`src/rtl/shu_pkg.sv`:
```
package shu_pkg;
    typedef enum logic [1:0] {
        OP_SAR  = 2'd0,
        OP_SHL  = 2'd1,
        OP_FSHL = 2'd2,
        OP_NOP  = 2'd3
    } shu_op_e;

    typedef struct packed {
        logic cy;
        logic ov;
        logic s;
        logic z;
    } shu_flags_t;
endpackage

```
`src/rtl/shu_amount_sel.sv`:
```
module shu_amount_sel #(
    parameter int XLEN = 32,
    localparam int SHW = $clog2(XLEN)
) (
    input  logic            src_imm,
    input  logic [XLEN-1:0] amt_reg,
    input  logic [SHW-1:0]  imm,
    output logic [SHW-1:0]  amt
);
    // Only the low SHW bits of the register steer the shifter.
    logic unused_amt_hi;
    assign unused_amt_hi = ^amt_reg[XLEN-1:SHW];

    always_comb begin
        if (src_imm) amt = imm;
        else         amt = amt_reg[SHW-1:0];
    end
endmodule

```
`src/rtl/shu_shifter.sv`:
```
module shu_shifter
    import shu_pkg::*;
#(
    parameter int XLEN = 32,
    localparam int SHW = $clog2(XLEN)
) (
    input  shu_op_e         op,
    input  logic [XLEN-1:0] lo_word,
    input  logic [XLEN-1:0] hi_word,
    input  logic [SHW-1:0]  amt,
    output logic [XLEN-1:0] res,
    output logic            cy
);
    // Each shifter carries one guard bit to catch the last bit out.
    logic signed [XLEN:0] sar_in;
    logic signed [XLEN:0] sar_out;
    logic        [XLEN:0] shl_out;
    logic        [XLEN:0] fun_top;
    logic [XLEN-1:0]      unused_fun_low;

    always_comb begin
        sar_in  = {lo_word, 1'b0};
        sar_out = sar_in >>> amt;
        shl_out = {1'b0, lo_word} << amt;
    end

    assign {fun_top, unused_fun_low} = {1'b0, hi_word, lo_word} << amt;

    always_comb begin
        unique case (op)
            OP_SAR: begin
                res = sar_out[XLEN:1];
                cy  = sar_out[0];
            end
            OP_SHL: begin
                res = shl_out[XLEN-1:0];
                cy  = shl_out[XLEN];
            end
            OP_FSHL: begin
                res = fun_top[XLEN-1:0];
                cy  = fun_top[XLEN];
            end
            default: begin
                res = '0;
                cy  = 1'b0;
            end
        endcase
    end
endmodule

```
`src/rtl/shu_flag_reg.sv`:
```
module shu_flag_reg
    import shu_pkg::*;
#(
    parameter int XLEN = 32
) (
    input  logic            clk,
    input  logic            rst_n,
    input  logic            load,
    input  logic [XLEN-1:0] res,
    input  logic            cy,
    output shu_flags_t      flags
);
    shu_flags_t flags_nxt;

    always_comb begin
        flags_nxt.cy = cy;
        flags_nxt.ov = 1'b0;
        flags_nxt.s  = res[XLEN-1];
        flags_nxt.z  = ~|res;
    end

    always_ff @(posedge clk) begin
        if (!rst_n)    flags <= '0;
        else if (load) flags <= flags_nxt;
    end
endmodule

```
`src/rtl/shift_unit.sv`:
```
module shift_unit
    import shu_pkg::*;
#(
    parameter int XLEN = 32,
    localparam int SHW = $clog2(XLEN)
) (
    input  logic            clk,
    input  logic            rst_n,
    input  logic            valid,
    input  logic [1:0]      op,
    input  logic            src_imm,
    input  logic [XLEN-1:0] amt_reg,
    input  logic [SHW-1:0]  imm,
    input  logic [XLEN-1:0] data_lo,
    input  logic [XLEN-1:0] data_hi,
    output logic [XLEN-1:0] result,
    output logic            flag_cy,
    output logic            flag_ov,
    output logic            flag_s,
    output logic            flag_z
);
    shu_op_e    op_e;
    logic [SHW-1:0] amt;
    logic       carry;
    logic       shift_go;
    shu_flags_t flags;

    assign op_e     = shu_op_e'(op);
    assign shift_go = valid && (op_e != OP_NOP);

    shu_amount_sel #(.XLEN(XLEN)) u_amt (
        .src_imm (src_imm),
        .amt_reg (amt_reg),
        .imm     (imm),
        .amt     (amt)
    );

    shu_shifter #(.XLEN(XLEN)) u_shift (
        .op      (op_e),
        .lo_word (data_lo),
        .hi_word (data_hi),
        .amt     (amt),
        .res     (result),
        .cy      (carry)
    );

    shu_flag_reg #(.XLEN(XLEN)) u_flags (
        .clk   (clk),
        .rst_n (rst_n),
        .load  (shift_go),
        .res   (result),
        .cy    (carry),
        .flags (flags)
    );

    assign flag_cy = flags.cy;
    assign flag_ov = flags.ov;
    assign flag_s  = flags.s;
    assign flag_z  = flags.z;

    assert_ov_clear_R7: assert property (@(posedge clk) disable iff (!rst_n)
        shift_go |=> !flag_ov);
    assert_sign_R8: assert property (@(posedge clk) disable iff (!rst_n)
        shift_go |=> flag_s == $past(result[XLEN-1]));
    assert_zero_R8: assert property (@(posedge clk) disable iff (!rst_n)
        shift_go |=> flag_z == ($past(result) == '0));
    assert_hold_R9: assert property (@(posedge clk) disable iff (!rst_n)
        !shift_go |=> $stable({flag_cy, flag_ov, flag_s, flag_z}));
    assert_zero_amt_cy_R5: assert property (@(posedge clk) disable iff (!rst_n)
        (shift_go && amt == '0) |=> !flag_cy);
    assert_nop_result_R9: assert property (@(posedge clk) disable iff (!rst_n)
        (op_e == OP_NOP) |-> result == '0);
endmodule

```
`config.mk`:
```
export PLATFORM = sky130hd
export DESIGN_NAME = shift_unit
export DESIGN_NICKNAME = d
export VERILOG_FILES = /design/src/rtl/shu_pkg.sv /design/src/rtl/shu_amount_sel.sv /design/src/rtl/shu_shifter.sv /design/src/rtl/shu_flag_reg.sv /design/src/rtl/shift_unit.sv
export SDC_FILE = /design/constraint.sdc
export NUM_CORES = 1
export LEC_CHECK = 0
export ABC_AREA = 0
export CORE_MARGIN = 3
export CORE_UTILIZATION = 50
export CTS_CLUSTER_SIZE = 40
export DETAILED_ROUTE_END_ITERATION = 6
export PLACE_DENSITY_LB_ADDON = 0.25
export SETUP_SLACK_MARGIN = 0.02
export SLEW_MARGIN = 20
export SYNTH_ARGS = -nofsm -noshare
export SYNTH_HDL_FRONTEND = slang
export SYNTH_SLANG_ARGS = --single-unit
```
`constraint.sdc`:
```
create_clock -name clk -period 5.92 [get_ports clk]
set_input_delay 1.184 -clock clk [delete_from_list [all_inputs] [get_ports clk]]
set_output_delay 1.184 -clock clk [all_outputs]
set_load 0.05 [all_outputs]
```
==> metrics.md <==
| Metric | Value |
|---|---|
| Largest area contributor in the synthesized netlist | `mux4_2` |
| Commonest cells after routing, fill and taps aside | `nand2_1 (117), buf_4 (105), mux2i_1 (95)` |
| Synth Register Bits | `3` |
| Final setup fails | `0` |
| Post-synth top area share | `28.0%` |
| Vias in the first global route | `between 7000 and 8000` |
| Wirelength, routed | `between 30000 and 40000 um` |
| Final worst setup slack | `131 ps` |
| Via count | `8119` |
| Max-cap violation count | `0` |
| Crit path max-delay cell type | `clkdlybuf4s50_1` |
| Post-DP HPWL | `between 20000 and 25000 um` |
| WHS | `488 ps` |
| CP Data Required Time | `4740 ps` |
| Unique masters post-synth | `67` |
| Post-Syn Area per Cell | `approximately 8.4 um^2` |
| Tmin final | `5790 ps` |
| Fin cells | `1039` |
| Fin Setup TNS | `0 ps` |
| Worst EP arrival | `about 4600 ps` |
| Final core occ | `65.6%` |
| GRT Total Usage | `between 40 and 50%` |
| Max Clk Rate | `173 MHz` |
| Global-route wire length before repair | `~46000 um` |
| Setup Buffers After CTS | `0` |
| Synthesized instance count | `around 750` |
| Root Buffer Master | `clkbuf_16` |
| Worst hold path type | `flip-flop to flip-flop` |
| PwrDens | `approximately 170 nW/um^2` |
| Status | `finished clean` |
| Crit path largest cell delay | `620 ps` |
| Largest registers | `u_flags.flags (3)` |
| Grt met2 use | `a little under two thirds` |
| Leak | `roughly 3 nW` |
| Synthesis-to-layout area growth | `27.1%` |
| GR peak layer | `met2` |
| Nets | `approximately 980` |
| Ys async rst share | `0%` |
| Layout cells sized above 1 | `between 20% and 30%` |
| Post-DRT Antenna Nets | `0` |
| Final Slew Violations | `0` |
| Max FO, Critical Path | `17` |
| Crit end category | `primary output` |
| Peak supply drop | `around 130 uV` |
| Antenna violations before repair | `2` |
| CP startpoint kind | `input pin` |
| Core Box Area | `around 12000 um^2` |
| Dpl cells | `a little over 1000` |
| CP dominant cell by count | `buf_4` |
| Clock sink count | `3` |
| Die Y | `118 um` |
| Horiz. Die Dim | `roughly 120 um` |
| Final Hold Fails | `0` |
| Fillcell total | `1054` |
| Worst slew pin tran | `909 ps` |
| IO buf count | `114` |
| Htree depth | `1` |
| Tcrit/Tclk final | `slightly below 100%` |
| Syn_nets | `853` |
| Grt ovf | `0` |
| # diodes | `0` |
| Most common cell after layout, fill and taps aside | `nand2_1` |
| CP top delay family | `buffers and inverters` |
| # DRC | `0` |
| M1 GR Usage | `a little under three fifths` |
| Number of buffers on the longest clock path | `2` |
| Pre-CTS setup slack | `between 200 and 300 ps` |
| Clk_lat worst skew | `~230 ps` |
| Register area share after synthesis | `0.957%` |
| DRT iter0 DRCs | `between 1000 and 1500` |
| Top post-synthesis cells by area | `mux4_2 (28%), mux2i_1 (16%), nand2_1 (7.0%)` |
| WL/cell | `30.0 um` |
| Max reg flops | `3` |
| Buffer and inverter count on the worst path | `5` |
| Rel. slew slack | `37.8%` |
| Routed vias/inst | `approximately 7.8` |
| Initial Util | `approximately half` |
| Reg clk slew, reported paths | `approximately 30 ps` |
| Total CTS buffers | `3` |
| # hold bufs at CTS | `0` |
| RePlAce Congestion | `between 1 and 1.5` |
| Most flop-heavy register | `u_flags.flags` |
| Die area | `between 10000 and 15000 um^2` |
| Synth Flop Type | `dfxtp_1` |
| Post-synth EDFFs | `0` |
| M3 GR Usage | `between 10 and 15%` |
| CP cell instances | `clkdlybuf4s50_1, buf_4, mux2_2, buf_4, mux2i_1, a2111oi_0, buf_4, a31oi_1, a32oi_1, buf_12` |
| Synth Warn # | `0` |
| DR pass1 iterations | `6` |
| Synth Cell Area | `6270 um^2` |
| Post-route clock skew | `0 ps` |
| # rows | `40` |
| RSZ-0062 raised after global routing | `no` |
| Type of the worst setup path | `input pin to primary output` |
| CTS tree | `yes` |
| Ports | `143` |
| Pin count of the biggest net entering global routing | `46` |
==> tightest hold or removal path, delay by kind of cell, from the launching register on <==
family             cells  cell delay [ps]
AOI/OAI and AO/OA      1               60
DFF                    1              300
and+or+nand+nor        1               80
==> area by class of cell <==
class,instances,area (um^2),area share [%]
clock buffer,4,78.8,0.989
inverter,2,7.51,0.0941
multi-input combinational,665,5810,72.8
sequential,3,60.1,0.753
tap,168,210,2.64
timing repair buffer,197,1810,22.7
==> where the power goes <==
part	leakage, nW	internal [mW]	total [mW]	switching [mW]
registers	0.0246	0.0216	0.0221	0.000510
clock network	0.0382	0.0890	0.109	0.0197
logic	3.01	0.466	1.22	0.752
total	3.07	0.576	1.35	0.772
==> metrics by stage <==
stage / instance area, um^2 / power [mW]
3_3_place_gp: 7890 / 1.17
4_1_cts: 7970 / 1.30
2_1_floorplan: 6270 / 0.755
3_5_place_dp: 7890 / 1.19
6_report: 7970 / 1.35
5_1_grt: 7970 / 1.38
==> cells in the mapped netlist, types with 3 or more instances <==
master / n
a211oi_1: 13
a21oi_1: 39
a221oi_1: 5
a22o_1: 5
a22oi_1: 10
a311oi_1: 3
a31oi_1: 10
and2_1: 3
and3_1: 3
buf_1: 13
buf_2: 20
buf_4: 8
buf_6: 11
clkbuf_1: 22
dfxtp_1: 3
mux2_2: 9
mux2i_1: 99
mux2i_2: 3
mux2i_4: 3
mux4_1: 9
mux4_2: 78
nand2_1: 117
nand3_1: 20
nand4_1: 8
nor2_1: 57
nor3_1: 25
nor4_1: 9
o2111ai_1: 4
o211ai_1: 14
o21ai_0: 26
o21ai_1: 4
o221ai_1: 4
o22ai_1: 35
o32ai_1: 7
or4_1: 4
==> final timing paths <==
kind,from,to,slack [ps],cells past startpoint
worst max register to register,u_flags.flags[3],u_flags.flags[3],5220,2
worst min register to register,u_flags.flags[0],u_flags.flags[0],490,2
worst min-delay path,u_flags.flags[0],u_flags.flags[0],490,2
worst max-delay path,src_imm,result[24],130,10
==> repair_timing <==
action	CTS	global route
resized for setup	0	1
endpoints found under the setup margin	0	1
endpoints found under the hold margin	0	0
==> layer usage <==
metal	vias up	routed length (um)	share of wire [%]
met1	3788	11100	36
met4	2	1840	5.9
met5	-	13	0.042
met3	182	4970	16
met2	840	13300	43
li1	3307	-	-
==> logic make-up after synthesis <==
kind of cell | Yosys count | share of synthesized area [%]
simple gates | 255 | 17.9
mux | 203 | 51.4
compound gates | 206 | 22.4
flops | 3 | 0.957
other cells | 1 | 0.0598
buf+inv | 78 | 7.30
(Power assumes the default switching activity.)
